===== config.mk =====
export PLATFORM = sky130hd
export DESIGN_NAME = eepromBootLoader
export DESIGN_NICKNAME = d
export VERILOG_FILES = /design/src/rtl/eeBootPkg.sv /design/src/rtl/eeBootDatapath.sv /design/src/rtl/eeBootCtrl.sv /design/src/rtl/eepromBootLoader.sv
export SDC_FILE = /design/constraint.sdc
export NUM_CORES = 1
export LEC_CHECK = 0
export ABC_AREA = 1
export BUFFER_PORTS_ARGS = -buffer_cell sky130_fd_sc_hd__buf_4
export CORE_MARGIN = 2
export CORE_UTILIZATION = 45
export DETAILED_ROUTE_END_ITERATION = 7
export PLACE_DENSITY_LB_ADDON = 0.08
export REMOVE_ABC_BUFFERS = 1
export SLEW_MARGIN = 20
export SYNTH_ARGS = -nofsm -noshare
export SYNTH_HDL_FRONTEND = slang
export SYNTH_SLANG_ARGS = --single-unit

===== constraint.sdc =====
create_clock -name clk -period 3.3 [get_ports clk]
set_input_delay 0.66 -clock clk [delete_from_list [all_inputs] [get_ports clk]]
set_output_delay 0.66 -clock clk [all_outputs]
set_load 0.005 [all_outputs]

===== src/rtl/eeBootPkg.sv =====
package eeBootPkg;

  // Number of bytes fetched from the EEPROM: header plus two 32-bit words.
  localparam int IMG_BYTES = 9;

  // Bus symbol that the datapath plays out on request.
  typedef enum logic [1:0] {
    SYM_START = 2'd0,
    SYM_STOP  = 2'd1,
    SYM_TX    = 2'd2,  // 8 data bits out, ack sampled in slot 8
    SYM_RX    = 2'd3   // 8 data bits in, ack/nack driven in slot 8
  } symKind_t;

  // Strobes from control to datapath.
  typedef struct packed {
    logic       go;      // launch one symbol
    symKind_t   kind;
    logic [7:0] txByte;
    logic       lastRx;  // leave NACK after this received byte
    logic       commit;  // copy assembled image into output words
  } eeStrobe_t;

endpackage


===== src/rtl/eeBootDatapath.sv =====
module eeBootDatapath
  import eeBootPkg::*;
#(
  parameter int          QTR_CYCLES = 4,
  parameter logic [7:0]  HEADER     = 8'h55,
  parameter logic [31:0] DEF_SUBSYS = 32'h1234_0001,
  parameter logic [31:0] DEF_CFG    = 32'h0000_00A5
) (
  input  logic        clk,
  input  logic        rstN,
  input  eeStrobe_t   strobe,
  input  logic        sdaIn,
  output logic        symDone,
  output logic        ackOk,
  output logic        headerOk,
  output logic        sclDrvLow,
  output logic        sdaDrvLow,
  output logic [31:0] subsysWord,
  output logic [31:0] cfgWord
);

  localparam int QW    = (QTR_CYCLES > 1) ? $clog2(QTR_CYCLES) : 1;
  localparam int IMG_W = IMG_BYTES * 8;
  localparam logic [QW-1:0] QLAST = QW'(QTR_CYCLES - 1);

  logic            busy;
  logic [QW-1:0]   qCnt;
  logic [1:0]      quarter;
  logic [3:0]      slot;
  symKind_t        kindR;
  logic [7:0]      txShift;
  logic [7:0]      rxShift;
  logic            lastRxR;
  logic            ackOkR;
  logic            sclLowR;
  logic            sdaLowR;
  logic [IMG_W-1:0] img;
  logic [31:0]     subsysR;
  logic [31:0]     cfgR;

  logic qTick;
  logic lastSlot;
  logic sdaNext;

  assign qTick    = busy && (qCnt == QLAST);
  assign lastSlot = (kindR == SYM_START || kindR == SYM_STOP) ? (slot == 4'd0) : (slot == 4'd8);
  assign symDone  = qTick && (quarter == 2'd3) && lastSlot;

  // Level placed on the data line at the midpoint of the clock-low phase.
  always_comb begin
    unique case (kindR)
      SYM_START: sdaNext = 1'b0;
      SYM_STOP:  sdaNext = 1'b1;
      SYM_TX:    sdaNext = (slot < 4'd8) ? !txShift[3'd7 - slot[2:0]] : 1'b0;
      default:   sdaNext = (slot < 4'd8) ? 1'b0 : !lastRxR;
    endcase
  end

  always_ff @(posedge clk or negedge rstN) begin
    if (!rstN) begin
      busy    <= 1'b0;
      qCnt    <= '0;
      quarter <= 2'd0;
      slot    <= 4'd0;
      kindR   <= SYM_START;
      txShift <= 8'h00;
      rxShift <= 8'h00;
      lastRxR <= 1'b0;
      ackOkR  <= 1'b0;
      sclLowR <= 1'b0;
      sdaLowR <= 1'b0;
    end else if (strobe.go) begin
      busy    <= 1'b1;
      qCnt    <= '0;
      quarter <= 2'd0;
      slot    <= 4'd0;
      kindR   <= strobe.kind;
      txShift <= strobe.txByte;
      lastRxR <= strobe.lastRx;
      sclLowR <= 1'b1;
    end else if (busy) begin
      if (qTick) begin
        qCnt    <= '0;
        quarter <= quarter + 2'd1;
        unique case (quarter)
          2'd0: sdaLowR <= sdaNext;
          2'd1: sclLowR <= 1'b0;
          2'd2: begin
            if (kindR == SYM_TX && slot == 4'd8) ackOkR <= !sdaIn;
            if (kindR == SYM_RX && slot < 4'd8)  rxShift <= {rxShift[6:0], sdaIn};
            if (kindR == SYM_START) sdaLowR <= 1'b1;
            if (kindR == SYM_STOP)  sdaLowR <= 1'b0;
          end
          default: begin
            if (lastSlot) begin
              busy <= 1'b0;
            end else begin
              slot    <= slot + 4'd1;
              sclLowR <= 1'b1;
            end
          end
        endcase
      end else begin
        qCnt <= qCnt + QW'(1);
      end
    end
  end

  // Image assembly and commit of the output words.
  always_ff @(posedge clk or negedge rstN) begin
    if (!rstN) begin
      img     <= '0;
      subsysR <= DEF_SUBSYS;
      cfgR    <= DEF_CFG;
    end else begin
      if (symDone && kindR == SYM_RX) img <= {rxShift, img[IMG_W-1:8]};
      if (strobe.commit) begin
        subsysR <= img[39:8];
        cfgR    <= img[71:40];
      end
    end
  end

  assign ackOk      = ackOkR;
  assign headerOk   = (img[7:0] == HEADER);
  assign sclDrvLow  = sclLowR;
  assign sdaDrvLow  = sdaLowR;
  assign subsysWord = subsysR;
  assign cfgWord    = cfgR;

endmodule


===== src/rtl/eeBootCtrl.sv =====
module eeBootCtrl
  import eeBootPkg::*;
#(
  parameter logic [6:0] DEV_ADDR = 7'h50
) (
  input  logic      clk,
  input  logic      rstN,
  input  logic      symDone,
  input  logic      ackOk,
  input  logic      headerOk,
  output eeStrobe_t strobe,
  output logic      loadDone,
  output logic      loadValid,
  output logic      loadAbort
);

  localparam int CW = $clog2(IMG_BYTES + 1);
  localparam logic [CW-1:0] LAST_IDX = CW'(IMG_BYTES - 1);

  typedef enum logic [3:0] {
    ST_BOOT_START, ST_DEV_WR, ST_WORD_ADDR, ST_RESTART,
    ST_DEV_RD, ST_READ, ST_STOP, ST_FINISH, ST_HALT
  } ctlState_t;

  ctlState_t     state;
  logic          pending;
  logic          failed;
  logic [CW-1:0] rxCount;
  logic          doneR;
  logic          validR;
  logic          abortR;
  logic          busState;

  assign busState = (state != ST_FINISH) && (state != ST_HALT);

  always_comb begin
    strobe        = '0;
    strobe.go     = busState && !pending;
    strobe.kind   = SYM_START;
    unique case (state)
      ST_DEV_WR:    begin strobe.kind = SYM_TX; strobe.txByte = {DEV_ADDR, 1'b0}; end
      ST_WORD_ADDR: begin strobe.kind = SYM_TX; strobe.txByte = 8'h00; end
      ST_DEV_RD:    begin strobe.kind = SYM_TX; strobe.txByte = {DEV_ADDR, 1'b1}; end
      ST_READ:      begin strobe.kind = SYM_RX; strobe.lastRx = (rxCount == LAST_IDX); end
      ST_STOP:      strobe.kind = SYM_STOP;
      default:      strobe.kind = SYM_START;
    endcase
    strobe.commit = (state == ST_FINISH) && !failed && headerOk;
  end

  always_ff @(posedge clk or negedge rstN) begin
    if (!rstN) begin
      state   <= ST_BOOT_START;
      pending <= 1'b0;
      failed  <= 1'b0;
      rxCount <= '0;
      doneR   <= 1'b0;
      validR  <= 1'b0;
      abortR  <= 1'b0;
    end else begin
      if (strobe.go) pending <= 1'b1;
      if (symDone) begin
        pending <= 1'b0;
        unique case (state)
          ST_BOOT_START: state <= ST_DEV_WR;
          ST_DEV_WR:     if (ackOk) state <= ST_WORD_ADDR; else begin failed <= 1'b1; state <= ST_STOP; end
          ST_WORD_ADDR:  if (ackOk) state <= ST_RESTART;   else begin failed <= 1'b1; state <= ST_STOP; end
          ST_RESTART:    state <= ST_DEV_RD;
          ST_DEV_RD:     if (ackOk) state <= ST_READ;      else begin failed <= 1'b1; state <= ST_STOP; end
          ST_READ: begin
            rxCount <= rxCount + CW'(1);
            if (rxCount == LAST_IDX) state <= ST_STOP;
          end
          ST_STOP:       state <= ST_FINISH;
          default:       state <= state;
        endcase
      end
      if (state == ST_FINISH) begin
        doneR  <= 1'b1;
        validR <= strobe.commit;
        abortR <= !strobe.commit;
        state  <= ST_HALT;
      end else begin
        doneR <= 1'b0;
      end
    end
  end

  assign loadDone  = doneR;
  assign loadValid = validR;
  assign loadAbort = abortR;

endmodule


===== src/rtl/eepromBootLoader.sv =====
module eepromBootLoader
  import eeBootPkg::*;
#(
  parameter int          QTR_CYCLES = 4,
  parameter logic [6:0]  DEV_ADDR   = 7'h50,
  parameter logic [7:0]  HEADER     = 8'h55,
  parameter logic [31:0] DEF_SUBSYS = 32'h1234_0001,
  parameter logic [31:0] DEF_CFG    = 32'h0000_00A5
) (
  input  logic        clk,
  input  logic        rstN,
  input  logic        sdaIn,
  output logic        sclDrvLow,
  output logic        sdaDrvLow,
  output logic [31:0] subsysWord,
  output logic [31:0] cfgWord,
  output logic        loadDone,
  output logic        loadValid,
  output logic        loadAbort
);

  eeStrobe_t strobe;
  logic      symDone;
  logic      ackOk;
  logic      headerOk;

  eeBootCtrl #(.DEV_ADDR(DEV_ADDR)) ctrl_i (
    .clk(clk), .rstN(rstN), .symDone(symDone), .ackOk(ackOk), .headerOk(headerOk),
    .strobe(strobe), .loadDone(loadDone), .loadValid(loadValid), .loadAbort(loadAbort)
  );

  eeBootDatapath #(
    .QTR_CYCLES(QTR_CYCLES), .HEADER(HEADER), .DEF_SUBSYS(DEF_SUBSYS), .DEF_CFG(DEF_CFG)
  ) dp_i (
    .clk(clk), .rstN(rstN), .strobe(strobe), .sdaIn(sdaIn),
    .symDone(symDone), .ackOk(ackOk), .headerOk(headerOk),
    .sclDrvLow(sclDrvLow), .sdaDrvLow(sdaDrvLow),
    .subsysWord(subsysWord), .cfgWord(cfgWord)
  );

endmodule


==> flow_metrics.py, run 1 <==
metrics = {
    "run_status": {
        "outcome": "finished clean",
    },
    "setup_path": {
        "end_kind": "flop",
        "cp_slowest_stage_delay_ns": 0.45,
        "arrival_ns": 2.45,
        "path_max_fanout": 139,
        "path_class": "reg2reg",
        "critPathLaunchType": "flop",
        "critPathSlowestCell": "dfrtp_1",
        "crit_top_cell": "nand2_1",
        "required_ns": 3.64,
        "crit_chain": "inv_1, ha_1, nand3_1, nand2_1, nand2_2, nor2_4, buf_12, nand2_1, o21ai_0",
    },
    "cells_and_area": {
        "multi_input_area_um2": 2150,
        "layout_commonest_cell": "nand2_1",
        "seq_area_um2": 4370,
        "n_fill_cell": 1406,
        "final_cell_mix": "nand2_1 (216), dfrtp_1 (164), inv_1 (94)",
        "num_antenna_cells": 0,
        "drive_above_1_share_pct": 16.1,
        "syn_to_final_growth_pct": 17.3,
        "nets": 833,
        "instances_no_fill": 1045,
    },
    "place": {
        "gp_congestion": 0.880,
        "portBuffers": 71,
        "dp_hpwl_mm": 8.73,
        "dp.cells": 1013,
    },
    "job": {
        "maxCapViolCount": 0,
    },
    "clock_network": {
        "ctsHtreeMaxLevel": 4,
        "cts.sinks": 174,
        "cts_setup_buffers": 0,
        "cts_buffer_depth": 2,
        "hold_buffers": 0,
        "ctsResizeCount": 0,
        "clk_pin_slew_ns": 0.07,
        "tritoncts": "yes",
        "cts_buffers": 17,
        "clk_latency_ns": 0.42,
        "clockRootBuffer": "clkbuf_16",
    },
    "logic_synthesis": {
        "syn_area_um2": 7090,
        "ys.warnings.count": 0,
        "synth.largest_area_cell": "dfrtp_1",
        "ys_seq_area_share_pct": 61.6,
        "syn-instance-count": 758,
        "synthTopCellsByArea": "dfrtp_1 (58%), nand2_1 (11%), o21ai_0 (6.2%)",
        "synth_cell_types": 30,
        "ys_ff_latch": 174,
        "syn_area_per_cell_um2": 9.36,
        "synth_top_area_share_pct": 57.9,
    },
    "floorplan": {
        "ioPinCount": 72,
        "die_y_um": 130,
        "die_area_um2": 16800,
        "start_util_pct": 46.3,
        "num_rows": 45,
        "coreArea_um2": 15300,
        "die_w_um": 130,
    },
    "global_route": {
        "grtUsageTotal_pct": 17.6,
        "grt_max_degree": 140,
        "antenna_found_initial": 0,
        "grt_pass1_wl_mm": 23.2,
        "grt_remaining_overflow": 0,
        "grt_pass1_vias": 4839,
    },
    "timing": {
        "drv_slew": 0,
        "clock_skew_ns": 0.00981,
        "tightest_slew_ns": 0.832,
        "fin_crit_sh_pct": 64.2,
        "max_freq_mhz": 472,
        "rsz0062_at_grt": "false",
        "layout_min_cycle_time_ns": 2.12,
        "hold_viol": 0,
        "relSlewSlack_pct": 44.6,
        "setup_viol": 0,
        "final.setup.tns_ns": 0,
        "whs_ns": 0.231,
    },
    "routing": {
        "drc": 0,
        "ant_nets": 0,
        "viasPerCell": 4.78,
        "drt_iter0_drc": 331,
        "first_pass_iters": 4,
        "avgRoutedWirePerCell_um": 13.0,
        "vias": 4998,
        "wl_mm": 13.6,
    },
    "min_path": {
        "hold_class": "in2async",
    },
    "power": {
        "p_leak_nw": 4.03,
        "vdd_drop_max_mv": 0.423,
        "power_mw": 4.12,
        "power-per-cell-area_nw_per_um2": 495,
    },
}
## worst paths after layout
check	startpoint	to	slack [ns]	depth (start not counted)
hold / removal	rstN	dp_i.img[24]	0.23	1
min in group clk	sdaIn	dp_i.ackOk	0.46	2
setup / recovery	dp_i.slot[1]	dp_i.img[9]	1.18	9
setup reg to reg	dp_i.slot[1]	dp_i.img[9]	1.18	9
max in group asynchronous	rstN	dp_i.cfgWord[2]	2.20	2
hold reg to reg	dp_i.subsysWord[0]	dp_i.subsysWord[0]	0.47	2
## layout make-up
type / instances / area share, %
flip-flops and latches: 174 / 52.5
inverters: 96 / 4.33
repair buffers: 77 / 7.29
well taps: 211 / 3.17
clock buffers: 18 / 5.16
clock inverters: 14 / 1.73
multi-input cells: 455 / 25.8
## stage by stage
| step | util, % | setup slack, ns | cell area [um2] |
|---|---|---|---|
| 2_1_floorplan | - | 0.478 | 6870 |
| 3_3_place_gp | 50.6 | 1.23 | 7750 |
| 3_5_place_dp | 50.6 | 1.19 | 7750 |
| 4_1_cts | 54.3 | 1.16 | 8320 |
| 5_1_grt | 54.3 | 1.01 | 8320 |
| 6_report | 54.3 | 1.18 | 8320 |
## cells in the mapped netlist
| cell | count |
|---|---|
| nand2_1 | 217 |
| dfrtp_1 | 164 |
| inv_1 | 94 |
| o21ai_0 | 88 |
| o21ai_1 | 65 |
| nand3_1 | 29 |
| nor2_1 | 17 |
| buf_2 | 15 |
| dfstp_2 | 10 |
| ha_1 | 9 |
| buf_6 | 8 |
| buf_4 | 5 |
| clkbuf_1 | 5 |
| nor3_1 | 4 |
| a21oi_1 | 3 |
| nand2_2 | 3 |
| nor2_4 | 3 |
| xor2_1 | 3 |
| inv_2 | 2 |
| nand4_1 | 2 |
| nor2_2 | 2 |
| o21a_1 | 2 |
| a211oi_1 | 1 |
| mux2_2 | 1 |
| nand2_4 | 1 |
| nand3_2 | 1 |
| nand3b_2 | 1 |
| nor4_4 | 1 |
| o21bai_1 | 1 |
| o31ai_1 | 1 |
## where the power goes
group	switching (mW)	leakage [nW]	total, mW	internal, mW
clock network	0.827	0.268	1.94	1.11
logic	0.0416	1.43	0.0475	0.00589
registers	0	2.33	2.13	2.13
total	0.869	4.03	4.12	3.25
## critical path, delay by kind of cell, from the launching register on
family | cells | cell delay, ns
AOI/OAI and AO/OA | 1 | 0.11
adders and majority gates | 1 | 0.15
DFF | 1 | 0.45
buffers and inverters | 2 | 0.51
and+or+nand+nor | 5 | 0.72
## sequential cells by signal, summed over array words and instances, names as in the netlist, 2 cells and up
name	flops
dp_i.img	72
dp_i.qCnt	2
dp_i.kindR	2
ctrl_i.rxCount	4
dp_i.slot	4
ctrl_i.state	4
dp_i.rxShift	8
dp_i.txShift	2
dp_i.quarter	2
dp_i.subsysWord	32
dp_i.cfgWord	32
## layer usage
layer	up-vias	part of all wire (%)	track usage, %
met5	-	0	0
met1	2389	50	24.8
met3	6	2.8	4.79
met4	0	0.79	5.19
li1	2527	-	-
met2	76	46	26.8
## logic make-up after synthesis
kind of cell / count (synthesis) / share of synthesized area (%)
DFF: 174 / 61.6
muxes: 1 / 0.159
AOI/OAI and AO/OA: 161 / 11.5
buffers and inverters: 129 / 8.20
and+or+nand+nor: 281 / 16.6
xor gates and xnor gates: 3 / 0.371
adders and majority gates: 9 / 1.59
(Power assumes the default switching activity.)
==> run 2: changes to the inputs <==
Settings changed: ABC_AREA 1 to 0.
Clock period 3.3 ns to 2.2 ns, I/O delays scaled along.
==> run 2 against run 1 <==
Sequential share of layout area is 1.7 points lower. Critical path type unchanged. Largest cell class unchanged. Maximum frequency grew 1.2%. Largest power group unchanged. Clock power increased by 57%. Critical endpoint is now dp_i.img[2].
==> flow_metrics.py, run 2 <==
metrics = {
    "routing": {
        "vias": 4031,
        "drt_iter0_drc": 193,
        "drc": 0,
        "first_pass_iters": 4,
        "wl_mm": 12.5,
        "viasPerCell": 5.09,
        "avgRoutedWirePerCell_um": 15.8,
        "ant_nets": 0,
    },
    "floorplan": {
        "ioPinCount": 72,
        "start_util_pct": 46.4,
        "die_area_um2": 16800,
        "die_w_um": 130,
        "num_rows": 45,
        "coreArea_um2": 15300,
        "die_y_um": 130,
    },
    "logic_synthesis": {
        "ys_seq_area_share_pct": 61.4,
        "ys.warnings.count": 0,
        "synth-main-ff-cell": "dfrtp_1",
        "ys_async_sr_fraction_pct": 100,
        "synth.most_common_cell": "dfrtp_1",
        "synth_cell_types": 43,
        "syn-instance-count": 480,
        "yosys-top-cells-count": "dfrtp_1 (164), mux2_2 (139), inv_1 (15), nor2_1 (15), o21ai_0 (12)",
        "syn_area_um2": 7110,
        "synth_top_area_share_pct": 57.7,
        "synth.largest_area_cell": "dfrtp_1",
        "ys_ff_latch": 174,
        "synthTopCellsByArea": "dfrtp_1 (58%), mux2_2 (22%), dfstp_2 (3.7%)",
        "synth-edff-count": 0,
        "syn_area_per_cell_um2": 14.8,
    },
    "cells_and_area": {
        "num_antenna_cells": 0,
        "largest-register": "dp_i.img",
        "syn_to_final_growth_pct": 21.0,
        "layout_commonest_cell": "dfrtp_1",
        "drive_above_1_share_pct": 48.4,
        "final_cell_area_um2": 8600,
        "nets": 580,
        "n_fill_cell": 1269,
        "multi_input_area_um2": 2530,
        "largest_register_ff_count": 72,
        "instances_no_fill": 792,
        "post-route-util_pct": 56.1,
        "seq_area_um2": 4370,
        "final_cell_mix": "dfrtp_1 (164), mux2_2 (139), buf_4 (85)",
    },
    "setup_path": {
        "path_max_fanout": 39,
        "r2r_cells": 7,
        "path_class": "reg2reg",
        "r2r_end": "dp_i.img[2]",
        "end_kind": "flop",
        "arrival_ns": 2.40,
        "r2r-start": "dp_i.slot[0]",
        "required_ns": 2.50,
        "critPathLaunchType": "flop",
        "ff2ff_setup_slack_ns": 0.11,
    },
    "place": {
        "gp_congestion": 0.791,
        "post_dp_cell_area_um2": 7980,
        "dp.cells": 759,
        "dp_worst_setup_slack_ns": 0.120,
        "dp_hpwl_mm": 8.25,
        "portBuffers": 71,
    },
    "timing": {
        "relSlewSlack_pct": 68.0,
        "hold_viol": 0,
        "max_freq_mhz": 478,
        "clock_skew_ns": 0.0124,
        "drv_slew": 0,
        "fin_crit_sh_pct": 95.1,
        "tightest_slew_ns": 0.473,
        "setup_viol": 0,
        "setup_slack_ns": 0.108,
        "rsz0062_at_grt": "false",
        "layout_min_cycle_time_ns": 2.09,
    },
    "clock_network": {
        "cts_buffer_depth": 2,
        "clockRootBuffer": "clkbuf_16",
        "cts_buffers": 17,
        "ctsHtreeMaxLevel": 4,
        "cts.sinks": 174,
        "tritoncts": "yes",
        "clk_latency_ns": 0.42,
        "clk_pin_slew_ns": 0.06,
        "cts_setup_buffers": 0,
    },
    "power": {
        "vdd_drop_max_mv": 0.609,
        "power-per-cell-area_nw_per_um2": 736,
        "p_leak_nw": 4.40,
        "power_mw": 6.33,
    },
    "min_path": {
        "min_from": "sdaIn",
        "min_path_cells": 2,
        "hold_end": "dp_i.ackOk",
        "hold_class": "in2reg",
    },
    "global_route": {
        "grt_remaining_overflow": 0,
        "grt_pass1_vias": 4172,
        "grt_max_degree": 53,
        "grtUsageTotal_pct": 16.4,
        "antenna_found_initial": 0,
        "grt_pass1_wl_mm": 21.3,
    },
    "run_status": {
        "outcome": "finished clean",
    },
    "job": {
        "maxCapViolCount": 0,
    },
}
## run 2: repair_timing
action	4_1_cts	5_1_grt
setup endpoints to repair	0	2
resized for setup	0	1
hold buffers	1	0
hold endpoints to repair	33	0
## run 2: power breakdown
| part | leakage (nW) | internal (mW) | total, mW | switching [mW] |
|---|---|---|---|---|
| sequential | 2.34 | 3.20 | 3.20 | 0 |
| clock | 0.281 | 1.85 | 3.04 | 1.19 |
| combinational | 1.78 | 0.0172 | 0.0807 | 0.0634 |
| total | 4.40 | 5.07 | 6.33 | 1.25 |
## run 2: layout make-up
cell class / count / area share [%]
Sequential cell: 174 / 50.8
Multi-Input combinational cell: 266 / 29.4
Timing Repair Buffer: 93 / 9.07
Clock buffer: 24 / 5.49
Tap cell: 211 / 3.07
Clock inverter: 8 / 1.51
Inverter: 16 / 0.698
## run 2: metrics by stage
| stage | hold WS [ns] | TNS [ns] |
|---|---|---|
| 6_report | 0.232 | 0 |
| 5_1_grt | 0.209 | 0 |
| 4_1_cts | 0.205 | 0 |
| 3_5_place_dp | 0.387 | 0 |
| 3_3_place_gp | 0.383 | 0 |
| 2_1_floorplan | 0.144 | -139.21 |
## run 2: cell families after synthesis
logic type | after synthesis | share of synthesized area (%)
simple gates | 56 | 4.82
fa+ha+maj | 9 | 1.58
mux | 150 | 24.1
flops | 174 | 61.4
xor+xnor | 8 | 0.986
compound gates | 43 | 4.00
buf+inv | 40 | 3.10
## run 2: worst max-delay path by stage
stage	from	endpoint	slack, ns	cells past startpoint
floorplan	ctrl_i.state[3]	dp_i.cfgWord[10]	-1.62	4
global placement	dp_i.slot[0]	dp_i.img[4]	0.15	7
detailed placement	dp_i.slot[0]	dp_i.img[4]	0.12	7
CTS	dp_i.slot[0]	dp_i.img[4]	0.08	7
global route	dp_i.qCnt[0]	dp_i.img[4]	0.01	6
finish	dp_i.slot[0]	dp_i.img[2]	0.11	7
## run 2: routing by layer
| layer | part of all wire (%) | global-route usage [%] |
|---|---|---|
| met2 | 49 | 25.7 |
| met1 | 46 | 22.0 |
| met4 | 1.7 | 5.88 |
| met5 | 0 | 0 |
| met3 | 3.4 | 4.67 |
## run 2: worst max-delay path, cell delays in order, from the launching register on
cell and delay, ns:
dfrtp_1 0.38, inv_1 0.08, ha_1 0.14, or3b_4 0.40, a211oi_4 0.28, nand3_4 0.14, buf_12 0.22, mux2_4 0.31
==> run 3: changes to the inputs <==
Settings changed: CORE_UTILIZATION 45 to 30, CTS_BUF_LIST from default to sky130_fd_sc_hd__clkbuf_8.
==> run 3 against run 2 <==
Sequential cell count is the same. Routed wire length grew 11%. Total power is 12% lower. Maximum frequency shrank 3.0%. Global-route usage fell by 4.5 points. Via count up 0.47%. Sequential share of layout area rose by 0.46 points. Cell count grew 14%. Worst hold slack lost 0.023 ns. Largest power group unchanged. Highest routed layer unchanged.
==> flow_metrics.py, run 3 (synthesized netlist as in run 2, its figures left out) <==
metrics = {
    "run_status": {
        "outcome": "finished clean",
    },
    "cells_and_area": {
        "n_fill_cell": 2246,
        "final_cell_mix": "dfrtp_1 (164), mux2_2 (139), buf_4 (89)",
        "multi_input_area_um2": 2520,
        "drive_above_1_share_pct": 48.9,
        "final_cell_area_um2": 8520,
        "syn_to_final_growth_pct": 19.9,
        "largest_register_ff_count": 72,
        "nets": 582,
        "seq_area_um2": 4370,
        "largest-register": "dp_i.img",
        "post-route-util_pct": 36.5,
        "layout_commonest_cell": "dfrtp_1",
        "num_antenna_cells": 0,
    },
    "power": {
        "power-per-cell-area_nw_per_um2": 653,
        "power_mw": 5.56,
        "vdd_drop_max_mv": 0.355,
        "p_leak_nw": 4.33,
    },
    "routing": {
        "avgRoutedWirePerCell_um": 15.4,
        "ant_nets": 0,
        "first_pass_iters": 4,
        "vias": 4050,
        "viasPerCell": 4.49,
        "drt_iter0_drc": 164,
        "drc": 0,
        "wl_mm": 13.9,
    },
    "floorplan": {
        "die_y_um": 158,
        "die_w_um": 158,
        "die_area_um2": 24900,
        "coreArea_um2": 23300,
        "ioPinCount": 72,
        "start_util_pct": 30.5,
        "num_rows": 56,
    },
    "setup_path": {
        "path_max_fanout": 72,
        "critPathSlowestCell": "or3b_4",
        "critPathLaunchType": "flop",
        "arrival_ns": 2.49,
        "crit_family": "simple AND/OR/NAND/NOR gates",
        "path_class": "reg2reg",
        "required_ns": 2.53,
        "worstPathBufferInverterCount": 2,
        "crit_chain": "inv_1, ha_1, or3b_4, a211oi_4, nand3_4, buf_12, mux2_4",
        "end_kind": "flop",
        "cp_slowest_stage_delay_ns": 0.41,
    },
    "clock_network": {
        "cts_buffers": 17,
        "clk_latency_ns": 0.45,
        "ctsResizeCount": 0,
        "tritoncts": "yes",
        "ctsHtreeMaxLevel": 4,
        "cts.sinks": 174,
        "clockRootBuffer": "clkbuf_8",
        "cts_buffer_depth": 2,
        "clk_pin_slew_ns": 0.09,
        "cts_setup_buffers": 0,
    },
    "timing": {
        "rsz0062_at_grt": "true",
        "clock_skew_ns": 0.0234,
        "setup_viol": 0,
        "whs_ns": 0.208,
        "layout_min_cycle_time_ns": 2.16,
        "hold_viol": 0,
        "tightest_slew_ns": 0.499,
        "fin_crit_sh_pct": 98.0,
        "max_freq_mhz": 464,
        "relSlewSlack_pct": 66.3,
        "final.setup.tns_ns": 0,
        "drv_slew": 0,
    },
    "global_route": {
        "grtUsageTotal_pct": 11.9,
        "grt_pass1_vias": 4282,
        "grt_max_degree": 73,
        "antenna_found_initial": 0,
        "grt_remaining_overflow": 0,
        "grt_pass1_wl_mm": 22.8,
    },
    "place": {
        "portBuffers": 71,
        "post_dp_cell_area_um2": 8110,
        "dp_hpwl_mm": 9.10,
        "gp_congestion": 0.769,
    },
    "min_path": {
        "hold_class": "in2reg",
    },
    "job": {
        "maxCapViolCount": 0,
    },
}
## run 3: worst register-to-register path: cells and delay by family, from the launching register on
kind	cells	cell delay, ns
AND/OR/NAND/NOR	2	0.52
buffers and inverters	2	0.33
AO/OA/AOI/OAI	1	0.31
adder cells (fa/ha/maj)	1	0.15
multiplexers	1	0.35
flip-flops	1	0.39
## run 3: path summary, 6_finish.rpt
| check | startpoint | to | slack, ns | cells after the start |
|---|---|---|---|---|
| max | dp_i.slot[0] | dp_i.img[7] | 0.04 | 7 |
| min | sdaIn | dp_i.ackOk | 0.21 | 2 |
| max reg2reg | dp_i.slot[0] | dp_i.img[7] | 0.04 | 7 |
| min reg2reg | ctrl_i.failed | ctrl_i.failed | 0.47 | 2 |
| max in group asynchronous | rstN | dp_i.subsysWord[28] | 1.02 | 3 |
| min in group asynchronous | rstN | dp_i.subsysWord[27] | 0.47 | 2 |
## run 3: where the power goes
part | internal, mW | switching, mW
clock network | 1.07 | 1.22
registers | 3.20 | 0
logic | 0.0149 | 0.0652
## run 3: metal layers
metal	global-route usage, %	wire [um]	vias to the layer above
met3	3.28	545	10
met5	0	0	-
met4	3.85	170	0
met2	18.8	6690	72
met1	15.8	6480	2082
li1	-	-	1886
## run 3: final cells by class
cell class,instances,share of cell area (%)
inverter,16,0.705
sequential,174,51.2
multi-input combinational,266,29.6
tap,319,4.68
clock inverter,14,1.85
clock buffer,18,2.91
timing repair buffer,95,9.03
## run 3: timing repair
item / in CTS / in global routing
hold buffers: 1 / 0
endpoints found under the setup margin: 0 / 6
hold endpoints to repair: 35 / 0
## run 3: stage by stage
step / cells / setup WS (ns)
global placement: 869 / 0.108
finish: 902 / 0.0437
detailed placement: 869 / 0.0413
global route: 902 / -0.0100
floorplan: 456 / -1.62
CTS: 902 / 0.0291
